<file path="config.mk">
export PLATFORM = sky130hd
export DESIGN_NAME = uart_tx_frame
export DESIGN_NICKNAME = d
export VERILOG_FILES = /design/src/rtl/uart_tx_pkg.sv /design/src/rtl/uart_tx_cfg.sv /design/src/rtl/uart_tx_timer.sv /design/src/rtl/uart_tx_fsm.sv /design/src/rtl/uart_tx_frame.sv
export SDC_FILE = /design/constraint.sdc
export NUM_CORES = 1
export LEC_CHECK = 0
export ABC_AREA = 1
export CORE_MARGIN = 8
export CORE_UTILIZATION = 35
export DETAILED_ROUTE_END_ITERATION = 7
export GPL_TIMING_DRIVEN = 0
export SLEW_MARGIN = 15
export SYNTH_ARGS = -nofsm -noshare
export SYNTH_HDL_FRONTEND = slang
export SYNTH_HIERARCHICAL = 1
export SYNTH_SLANG_ARGS = --single-unit
</file>
<file path="constraint.sdc">
create_clock -name clk -period 6.85 [get_ports clk]
set_input_delay 1.0275 -clock clk [delete_from_list [all_inputs] [get_ports clk]]
set_output_delay 1.0275 -clock clk [all_outputs]
set_load 0.005 [all_outputs]
</file>
<file path="src/rtl/uart_tx_pkg.sv">
package uart_tx_pkg;

  localparam int CHAR_MAX = 8;

  typedef enum logic [2:0] {
    ST_IDLE  = 3'd0,
    ST_START = 3'd1,
    ST_DATA  = 3'd2,
    ST_PAR   = 3'd3,
    ST_STOP  = 3'd4
  } tx_state_e;

  typedef struct packed {
    logic [1:0] len;
    logic       stop_long;
    logic       par_en;
    logic       par_type;
    logic       par_force;
  } frame_cfg_t;

  // number of data bits for a length code
  function automatic logic [3:0] char_bits(input logic [1:0] len);
    return 4'd5 + {2'b00, len};
  endfunction

  // mask keeping only the data bits of a character
  function automatic logic [CHAR_MAX-1:0] char_mask(input logic [1:0] len);
    return {CHAR_MAX{1'b1}} >> (2'd3 - len);
  endfunction

  // value carried by the parity slot
  function automatic logic parity_slot(input logic [CHAR_MAX-1:0] data,
                                       input frame_cfg_t cfg);
    logic [CHAR_MAX-1:0] used;
    used = data & char_mask(cfg.len);
    if (cfg.par_force) return ~cfg.par_type;
    if (cfg.par_type)  return ^used;
    return ~(^used);
  endfunction

  // stop time in ticks
  function automatic int stop_ticks(input frame_cfg_t cfg, input int tpb);
    if (!cfg.stop_long)   return tpb;
    if (cfg.len == 2'b00) return tpb + tpb / 2;
    return 2 * tpb;
  endfunction

endpackage

</file>
<file path="src/rtl/uart_tx_cfg.sv">
module uart_tx_cfg
  import uart_tx_pkg::*;
#(
  parameter int TICKS_PER_BIT = 16,
  parameter int CNT_W         = 6
) (
  input  logic                clk,
  input  logic                rst_n,
  input  logic                load,
  input  logic [CHAR_MAX-1:0] in_data,
  input  frame_cfg_t          cfg_in,
  output logic [CHAR_MAX-1:0] lat_data,
  output frame_cfg_t          lat_cfg,
  output logic [3:0]          nbits,
  output logic                par_bit,
  output logic [CNT_W-1:0]    stop_lim
);

  always_ff @(posedge clk or negedge rst_n) begin
    if (!rst_n) begin
      lat_data <= '0;
      lat_cfg  <= '0;
    end else if (load) begin
      lat_data <= in_data;
      lat_cfg  <= cfg_in;
    end
  end

  always_comb begin
    nbits    = char_bits(lat_cfg.len);
    par_bit  = parity_slot(lat_data, lat_cfg);
    stop_lim = CNT_W'(stop_ticks(lat_cfg, TICKS_PER_BIT));
  end

endmodule

</file>
<file path="src/rtl/uart_tx_timer.sv">
module uart_tx_timer #(
  parameter int CNT_W = 6
) (
  input  logic             clk,
  input  logic             rst_n,
  input  logic             clear,
  input  logic             tick,
  input  logic [CNT_W-1:0] limit,
  output logic             slot_end
);

  logic [CNT_W-1:0] cnt;
  logic [CNT_W-1:0] last;

  assign last     = limit - CNT_W'(1);
  assign slot_end = tick && !clear && (cnt == last);

  always_ff @(posedge clk or negedge rst_n) begin
    if (!rst_n)        cnt <= '0;
    else if (clear)    cnt <= '0;
    else if (slot_end) cnt <= '0;
    else if (tick)     cnt <= cnt + CNT_W'(1);
  end

endmodule

</file>
<file path="src/rtl/uart_tx_fsm.sv">
module uart_tx_fsm
  import uart_tx_pkg::*;
(
  input  logic       clk,
  input  logic       rst_n,
  input  logic       load,
  input  logic       brk,
  input  logic       slot_end,
  input  logic [3:0] nbits,
  input  logic       par_en,
  output tx_state_e  state,
  output logic [2:0] idx
);

  tx_state_e  state_nx;
  logic [2:0] idx_nx;
  logic       last_bit;

  assign last_bit = ({1'b0, idx} == nbits - 4'd1);

  always_comb begin
    state_nx = state;
    idx_nx   = idx;
    if (state != ST_IDLE && brk) begin
      state_nx = ST_IDLE;
      idx_nx   = '0;
    end else begin
      case (state)
        ST_IDLE:  if (load) begin
                    state_nx = ST_START;
                    idx_nx   = '0;
                  end
        ST_START: if (slot_end) state_nx = ST_DATA;
        ST_DATA:  if (slot_end) begin
                    if (last_bit) state_nx = par_en ? ST_PAR : ST_STOP;
                    else          idx_nx   = idx + 3'd1;
                  end
        ST_PAR:   if (slot_end) state_nx = ST_STOP;
        ST_STOP:  if (slot_end) state_nx = ST_IDLE;
        default:  state_nx = ST_IDLE;
      endcase
    end
  end

  always_ff @(posedge clk or negedge rst_n) begin
    if (!rst_n) begin
      state <= ST_IDLE;
      idx   <= '0;
    end else begin
      state <= state_nx;
      idx   <= idx_nx;
    end
  end

endmodule

</file>
<file path="src/rtl/uart_tx_frame.sv">
module uart_tx_frame
  import uart_tx_pkg::*;
#(
  parameter int TICKS_PER_BIT = 16
) (
  input  logic       clk,
  input  logic       rst_n,
  input  logic       tick_16x,
  input  logic [1:0] cfg_len,
  input  logic       cfg_stop_long,
  input  logic       cfg_par_en,
  input  logic       cfg_par_type,
  input  logic       cfg_par_force,
  input  logic       cfg_break,
  input  logic       in_valid,
  input  logic [7:0] in_data,
  output logic       in_ready,
  output logic       tx_out,
  output logic       busy
);

  localparam int CNT_W = $clog2(2 * TICKS_PER_BIT + 1);

  frame_cfg_t          cfg_word;
  frame_cfg_t          lat_cfg;
  logic [CHAR_MAX-1:0] lat_data;
  logic [3:0]          nbits;
  logic                par_bit;
  logic [CNT_W-1:0]    stop_lim;
  logic [CNT_W-1:0]    slot_lim;
  logic                slot_end;
  logic                load;
  logic                in_stop;
  logic                line_bit;
  tx_state_e           state;
  logic [2:0]          idx;

  assign cfg_word = '{len: cfg_len, stop_long: cfg_stop_long, par_en: cfg_par_en,
                      par_type: cfg_par_type, par_force: cfg_par_force};

  assign in_ready = (state == ST_IDLE) && !cfg_break;
  assign load     = in_valid && in_ready;
  assign busy     = (state != ST_IDLE);
  assign in_stop  = (state == ST_STOP);
  assign slot_lim = in_stop ? stop_lim : CNT_W'(TICKS_PER_BIT);

  uart_tx_cfg #(.TICKS_PER_BIT(TICKS_PER_BIT), .CNT_W(CNT_W)) u_cfg (
    .clk(clk), .rst_n(rst_n), .load(load), .in_data(in_data), .cfg_in(cfg_word),
    .lat_data(lat_data), .lat_cfg(lat_cfg), .nbits(nbits), .par_bit(par_bit),
    .stop_lim(stop_lim)
  );

  uart_tx_timer #(.CNT_W(CNT_W)) u_timer (
    .clk(clk), .rst_n(rst_n), .clear(!busy), .tick(tick_16x), .limit(slot_lim),
    .slot_end(slot_end)
  );

  uart_tx_fsm u_fsm (
    .clk(clk), .rst_n(rst_n), .load(load), .brk(cfg_break), .slot_end(slot_end),
    .nbits(nbits), .par_en(lat_cfg.par_en), .state(state), .idx(idx)
  );

  always_comb begin
    case (state)
      ST_START: line_bit = 1'b0;
      ST_DATA:  line_bit = lat_data[idx];
      ST_PAR:   line_bit = par_bit;
      default:  line_bit = 1'b1;
    endcase
  end

  assign tx_out = !cfg_break && line_bit;

endmodule

</file>
==> report_table.html <==
<table>
<tr><th>Metric</th><th>Value</th></tr>
<tr><th colspan="2">Drt</th></tr>
<tr><td>Detailed-router iteration count before antenna repair</td><td>4</td></tr>
<tr><td>Per-cell routed wire length</td><td>10.4 um</td></tr>
<tr><td>DRC violations left</td><td>0</td></tr>
<tr><td>Routed via count</td><td>2,029</td></tr>
<tr><td>Residual antenna-violating net count after detailed routing</td><td>0</td></tr>
<tr><td>Via-per-instance ratio</td><td>4.61</td></tr>
<tr><td>Met1 Routed Length</td><td>2220 um</td></tr>
<tr><td>Top Metal Used</td><td>met4</td></tr>
<tr><td>Met3 wirelength from detailed routing</td><td>108 um</td></tr>
<tr><td>Total wire length after detailed routing</td><td>4560 um</td></tr>
<tr><td>Wire length on met2</td><td>2160 um</td></tr>
<tr><td>DRC marker count from the first detailed-route iteration</td><td>117</td></tr>
<tr><th colspan="2">Layout</th></tr>
<tr><td>Non-filler instance count after layout</td><td>440</td></tr>
<tr><td>Final #Nets</td><td>391</td></tr>
<tr><td>FILL cells</td><td>645</td></tr>
<tr><td>Layout overhead on the synthesized area</td><td>17.4%</td></tr>
<tr><td>Fraction of layout cells with a size suffix above 1</td><td>15.1%</td></tr>
<tr><td>Register area</td><td>651 sq um</td></tr>
<tr><td>Area of all placed cells without fillers</td><td>2540 sq um</td></tr>
<tr><td>Area of the multi-input gates</td><td>1230 sq um</td></tr>
<tr><td>Total inserted antenna cells</td><td>0</td></tr>
<tr><th colspan="2">STA</th></tr>
<tr><td>Worst-case clock skew</td><td>0.00873 ns</td></tr>
<tr><td>Setup TNS</td><td>0 ns</td></tr>
<tr><td>Fin. Hold Viols</td><td>0</td></tr>
<tr><td>Unrepaired setup endpoints after global routing</td><td>false</td></tr>
<tr><td>Max-slew violation count</td><td>0</td></tr>
<tr><td>Slew at the pin with the worst max-slew slack</td><td>0.602 ns</td></tr>
<tr><td>Worst rel slew slack</td><td>59.9%</td></tr>
<tr><td>Final setup violation count</td><td>0</td></tr>
<tr><td>Post-route clock period utilization</td><td>51.7%</td></tr>
<tr><td>Highest attainable clock frequency</td><td>0.282 GHz</td></tr>
<tr><td>Minimum clock period after layout</td><td>3.54 ns</td></tr>
<tr><th colspan="2">Power and ir drop</th></tr>
<tr><td>Clock power share</td><td>13.5%</td></tr>
<tr><td>Logic pwr share</td><td>57.7%</td></tr>
<tr><td>Internal power</td><td>508 uW</td></tr>
<tr><td>NetSw</td><td>461 uW</td></tr>
<tr><td>Flop pwr share</td><td>28.8%</td></tr>
<tr><td>Sw frac</td><td>47.6%</td></tr>
<tr><td>Power density relative to cell area</td><td>381 nW/um^2</td></tr>
<tr><td>Worst VDD drop</td><td>0.000173 V</td></tr>
<tr><td>Static Leak</td><td>1.31 nW</td></tr>
<tr><td>Total power draw</td><td>969 uW</td></tr>
<tr><th colspan="2">Setup path</th></tr>
<tr><td>Category of the critical setup timing path</td><td>flip-flop to primary output</td></tr>
<tr><td>Reg2reg start</td><td>u_cfg/lat_cfg[4]</td></tr>
<tr><td>Sort of element at the start of the critical path</td><td>flip-flop</td></tr>
<tr><td>Worst EP arrival</td><td>2.52 ns</td></tr>
<tr><td>Endpoint kind of the worst setup timing path</td><td>primary output</td></tr>
<tr><td>Start point of the critical path</td><td>u_cfg/lat_cfg[4]</td></tr>
<tr><td>Critical path data required time</td><td>5.82 ns</td></tr>
<tr><td>CP max FO</td><td>4</td></tr>
<tr><th colspan="2">Placement</th></tr>
<tr><td>Instance count after placement with tap cells included</td><td>436</td></tr>
<tr><td>Post-placement cell area</td><td>2470 sq um</td></tr>
<tr><td>Port Buffers</td><td>21</td></tr>
<tr><td>DP HPWL</td><td>3600 um</td></tr>
<tr><td>Routability-driven placement congestion ratio</td><td>0.838</td></tr>
<tr><th colspan="2">Die</th></tr>
<tr><td>Vertical die dimension</td><td>94.7 um</td></tr>
<tr><td>Starting density of the core</td><td>36.4%</td></tr>
<tr><td>FP Rows</td><td>28</td></tr>
<tr><td>Area inside the core boundary</td><td>5960 sq um</td></tr>
<tr><td>Die width</td><td>94.7 um</td></tr>
<tr><td>Area of the die</td><td>8970 sq um</td></tr>
<tr><td>Number of top-level pins</td><td>22</td></tr>
<tr><th colspan="2">Global route</th></tr>
<tr><td>Global-route total usage across every layer</td><td>11.3%</td></tr>
<tr><td>First-pass GRT wire length</td><td>8300 um</td></tr>
<tr><td>Number of global-route vias before repair</td><td>1,932</td></tr>
<tr><td>Initial antenna violation count</td><td>0</td></tr>
<tr><td>Maximum number of pins on one net before global-route repair</td><td>27</td></tr>
<tr><td>GR Overflow Total</td><td>0</td></tr>
<tr><th colspan="2">Synth</th></tr>
<tr><td>Cell types with the highest counts after synthesis</td><td>117 x sky130_fd_sc_hd__nand2_1, 55 x sky130_fd_sc_hd__inv_1, 28 x sky130_fd_sc_hd__nand3_1, 26 x sky130_fd_sc_hd__dfrtp_1, 22 x sky130_fd_sc_hd__nor2_1</td></tr>
<tr><td>Post-synth top area cell</td><td>sky130_fd_sc_hd__dfrtp_1</td></tr>
<tr><td>Flop and latch count out of synthesis</td><td>26</td></tr>
<tr><td>Portion of the post-synthesis area used by sequential elements</td><td>30.0%</td></tr>
<tr><td>Largest cells by area after synthesis</td><td>sky130_fd_sc_hd__dfrtp_1 30%, sky130_fd_sc_hd__nand2_1 20%, sky130_fd_sc_hd__inv_1 9.5%</td></tr>
<tr><td>Most instantiated library cell after synthesis</td><td>sky130_fd_sc_hd__nand2_1</td></tr>
<tr><td>Post-synthesis instance area</td><td>2170 sq um</td></tr>
<tr><td>Syn Inst Count</td><td>338</td></tr>
<tr><td>Number of warnings reported in the yosys synthesis log</td><td>6</td></tr>
<tr><td>Distinct cell type count of the synthesized netlist</td><td>34</td></tr>
<tr><td>Async set-reset flop share out of synthesis</td><td>100%</td></tr>
<tr><td>Number of synthesized flops with an enable pin</td><td>0</td></tr>
<tr><td>Top flip-flop cell by instance count after synthesis</td><td>sky130_fd_sc_hd__dfrtp_1</td></tr>
<tr><td>Synth top area share</td><td>30.0%</td></tr>
<tr><td>Mean cell area of the mapped netlist</td><td>6.41 sq um</td></tr>
<tr><th colspan="2">Clock tree</th></tr>
<tr><td>Post-CTS setup buffer count</td><td>0</td></tr>
<tr><td>Clock latency of the later-clocked register in the worst-skew pair</td><td>0.28 ns</td></tr>
<tr><td>CTS buffer count</td><td>3</td></tr>
<tr><td>Clock transition at path regs</td><td>0.10 ns</td></tr>
<tr><td>Count of H-tree levels built during CTS</td><td>1</td></tr>
<tr><td>Clock Sink Count</td><td>26</td></tr>
<tr><td>Number of hold buffers added after cts</td><td>0</td></tr>
<tr><td>Post-cts gate resize count</td><td>0</td></tr>
<tr><td>Maximum number of buffers from clock root to sink</td><td>2</td></tr>
<tr><td>Clock root buffer</td><td>sky130_fd_sc_hd__clkbuf_8</td></tr>
<tr><td>Clock tree from TritonCTS</td><td>yes</td></tr>
<tr><th colspan="2">Min path</th></tr>
<tr><td>Worst hold-check path type</td><td>flip-flop to flip-flop</td></tr>
<tr><td>Critical hold path startpoint</td><td>u_cfg/lat_cfg[2]</td></tr>
<tr><th colspan="2">Flow run</th></tr>
<tr><td>Reported max-cap violation count</td><td>0</td></tr>
<tr><th colspan="2">Status</th></tr>
<tr><td>Run status</td><td>completed</td></tr>
</table>
[cells in the final DEF, fill, tap and decap left out, types with 2 or more instances in the layout]
master,netlist,routed
sky130_fd_sc_hd__a21oi_2,2,2
sky130_fd_sc_hd__buf_2,2,3
sky130_fd_sc_hd__buf_4,3,3
sky130_fd_sc_hd__clkbuf_8,0,3
sky130_fd_sc_hd__clkdlybuf4s50_1,0,20
sky130_fd_sc_hd__conb_1,1,3
sky130_fd_sc_hd__dfrtp_1,26,26
sky130_fd_sc_hd__ha_1,6,6
sky130_fd_sc_hd__inv_1,55,55
sky130_fd_sc_hd__inv_2,13,13
sky130_fd_sc_hd__mux2_2,4,4
sky130_fd_sc_hd__nand2_1,117,117
sky130_fd_sc_hd__nand2_2,9,9
sky130_fd_sc_hd__nand2_4,2,2
sky130_fd_sc_hd__nand3_1,28,28
sky130_fd_sc_hd__nand3_2,3,3
sky130_fd_sc_hd__nand4_1,3,3
sky130_fd_sc_hd__nor2_1,22,22
sky130_fd_sc_hd__nor2_2,5,5
sky130_fd_sc_hd__nor2_4,2,2
sky130_fd_sc_hd__nor3b_2,2,2
sky130_fd_sc_hd__o21ai_0,8,8
sky130_fd_sc_hd__o21ai_1,5,5
sky130_fd_sc_hd__o21bai_1,6,6
sky130_fd_sc_hd__xnor2_1,3,3
[cells by family (layout without fill, tap and decap cells)]
group	after synthesis	count (layout)	synth area share, %
flops	26	26	30.0
buf+inv	74	99	13.5
fa+ha+maj	6	6	3.46
simple gates	197	197	41.8
xor+xnor	3	3	1.21
other cells	1	3	0.173
mux	4	4	2.08
compound gates	27	27	7.79
[worst paths after layout]
check	end	slack [ns]	depth (start not counted)
worst max register to register	u_fsm/state[1]	4.39	19
worst min register to register	u_cfg/lat_cfg[2]	0.54	1
min in group asynchronous	u_cfg/lat_data[2]	0.74	1
worst min-delay path	u_cfg/lat_cfg[2]	0.54	1
max in group asynchronous	u_fsm/idx[1]	5.70	1
worst max-delay path	tx_out	3.31	15
[cell type report]
type	count	area share, %
clock buffers	3	1.62
plain buffers	6	1.43
well taps	75	3.69
clock inverters	1	1.18
inverters	68	10.0
multi-input cells	240	48.4
flip-flops and latches	26	25.6
repair buffers	21	8.06
[power by group through the flow]
stage	combinational [mW]	clock (mW)	sequential, mW
floorplan	0.450	0	0.261
global placement	0.551	0	0.280
detailed placement	0.560	0	0.282
CTS	0.562	0.134	0.279
global route	0.654	0.142	0.289
finish	0.559	0.131	0.279
[state kept, by name, summed over array words and instances (netlist names)]
register / count
u_cfg/lat_data: 8
u_cfg/lat_cfg: 6
u_timer/cnt: 6
u_fsm/idx: 3
u_fsm/state: 3
[worst max-delay path: stages (launching register included)]
cell and delay [ns]:
sky130_fd_sc_hd__dfrtp_1 0.40, sky130_fd_sc_hd__inv_1 0.12, sky130_fd_sc_hd__ha_1 0.21, sky130_fd_sc_hd__inv_1 0.07, sky130_fd_sc_hd__nand2_1 0.06, sky130_fd_sc_hd__nand2_1 0.06, sky130_fd_sc_hd__nand2_2 0.07, sky130_fd_sc_hd__nand2_1 0.09
sky130_fd_sc_hd__nand3_2 0.10, sky130_fd_sc_hd__nand3_2 0.07, sky130_fd_sc_hd__nand2_1 0.06, sky130_fd_sc_hd__nand2_1 0.08, sky130_fd_sc_hd__inv_1 0.06, sky130_fd_sc_hd__a31oi_1 0.10, sky130_fd_sc_hd__a21oi_2 0.17, sky130_fd_sc_hd__clkdlybuf4s50_1 0.53
[per-stage QoR]
step                util [%]  worst slack (ns)  hold WS, ns
floorplan                  -              4.35        0.495
global placement        41.6              3.42        0.518
detailed placement      41.5              3.44        0.521
CTS                     42.7              3.26        0.546
global route            42.7              3.04        0.569
finish                  42.7              3.31        0.542
[layer usage]
metal | track usage [%] | up-vias
li1 | - | 1084
met1 | 14.4 | 913
met2 | 18.8 | 27
met3 | 1.19 | 5
met4 | 4.94 | 0
met5 | 0 | -
Note: power is estimated with default switching activity, not from simulation.
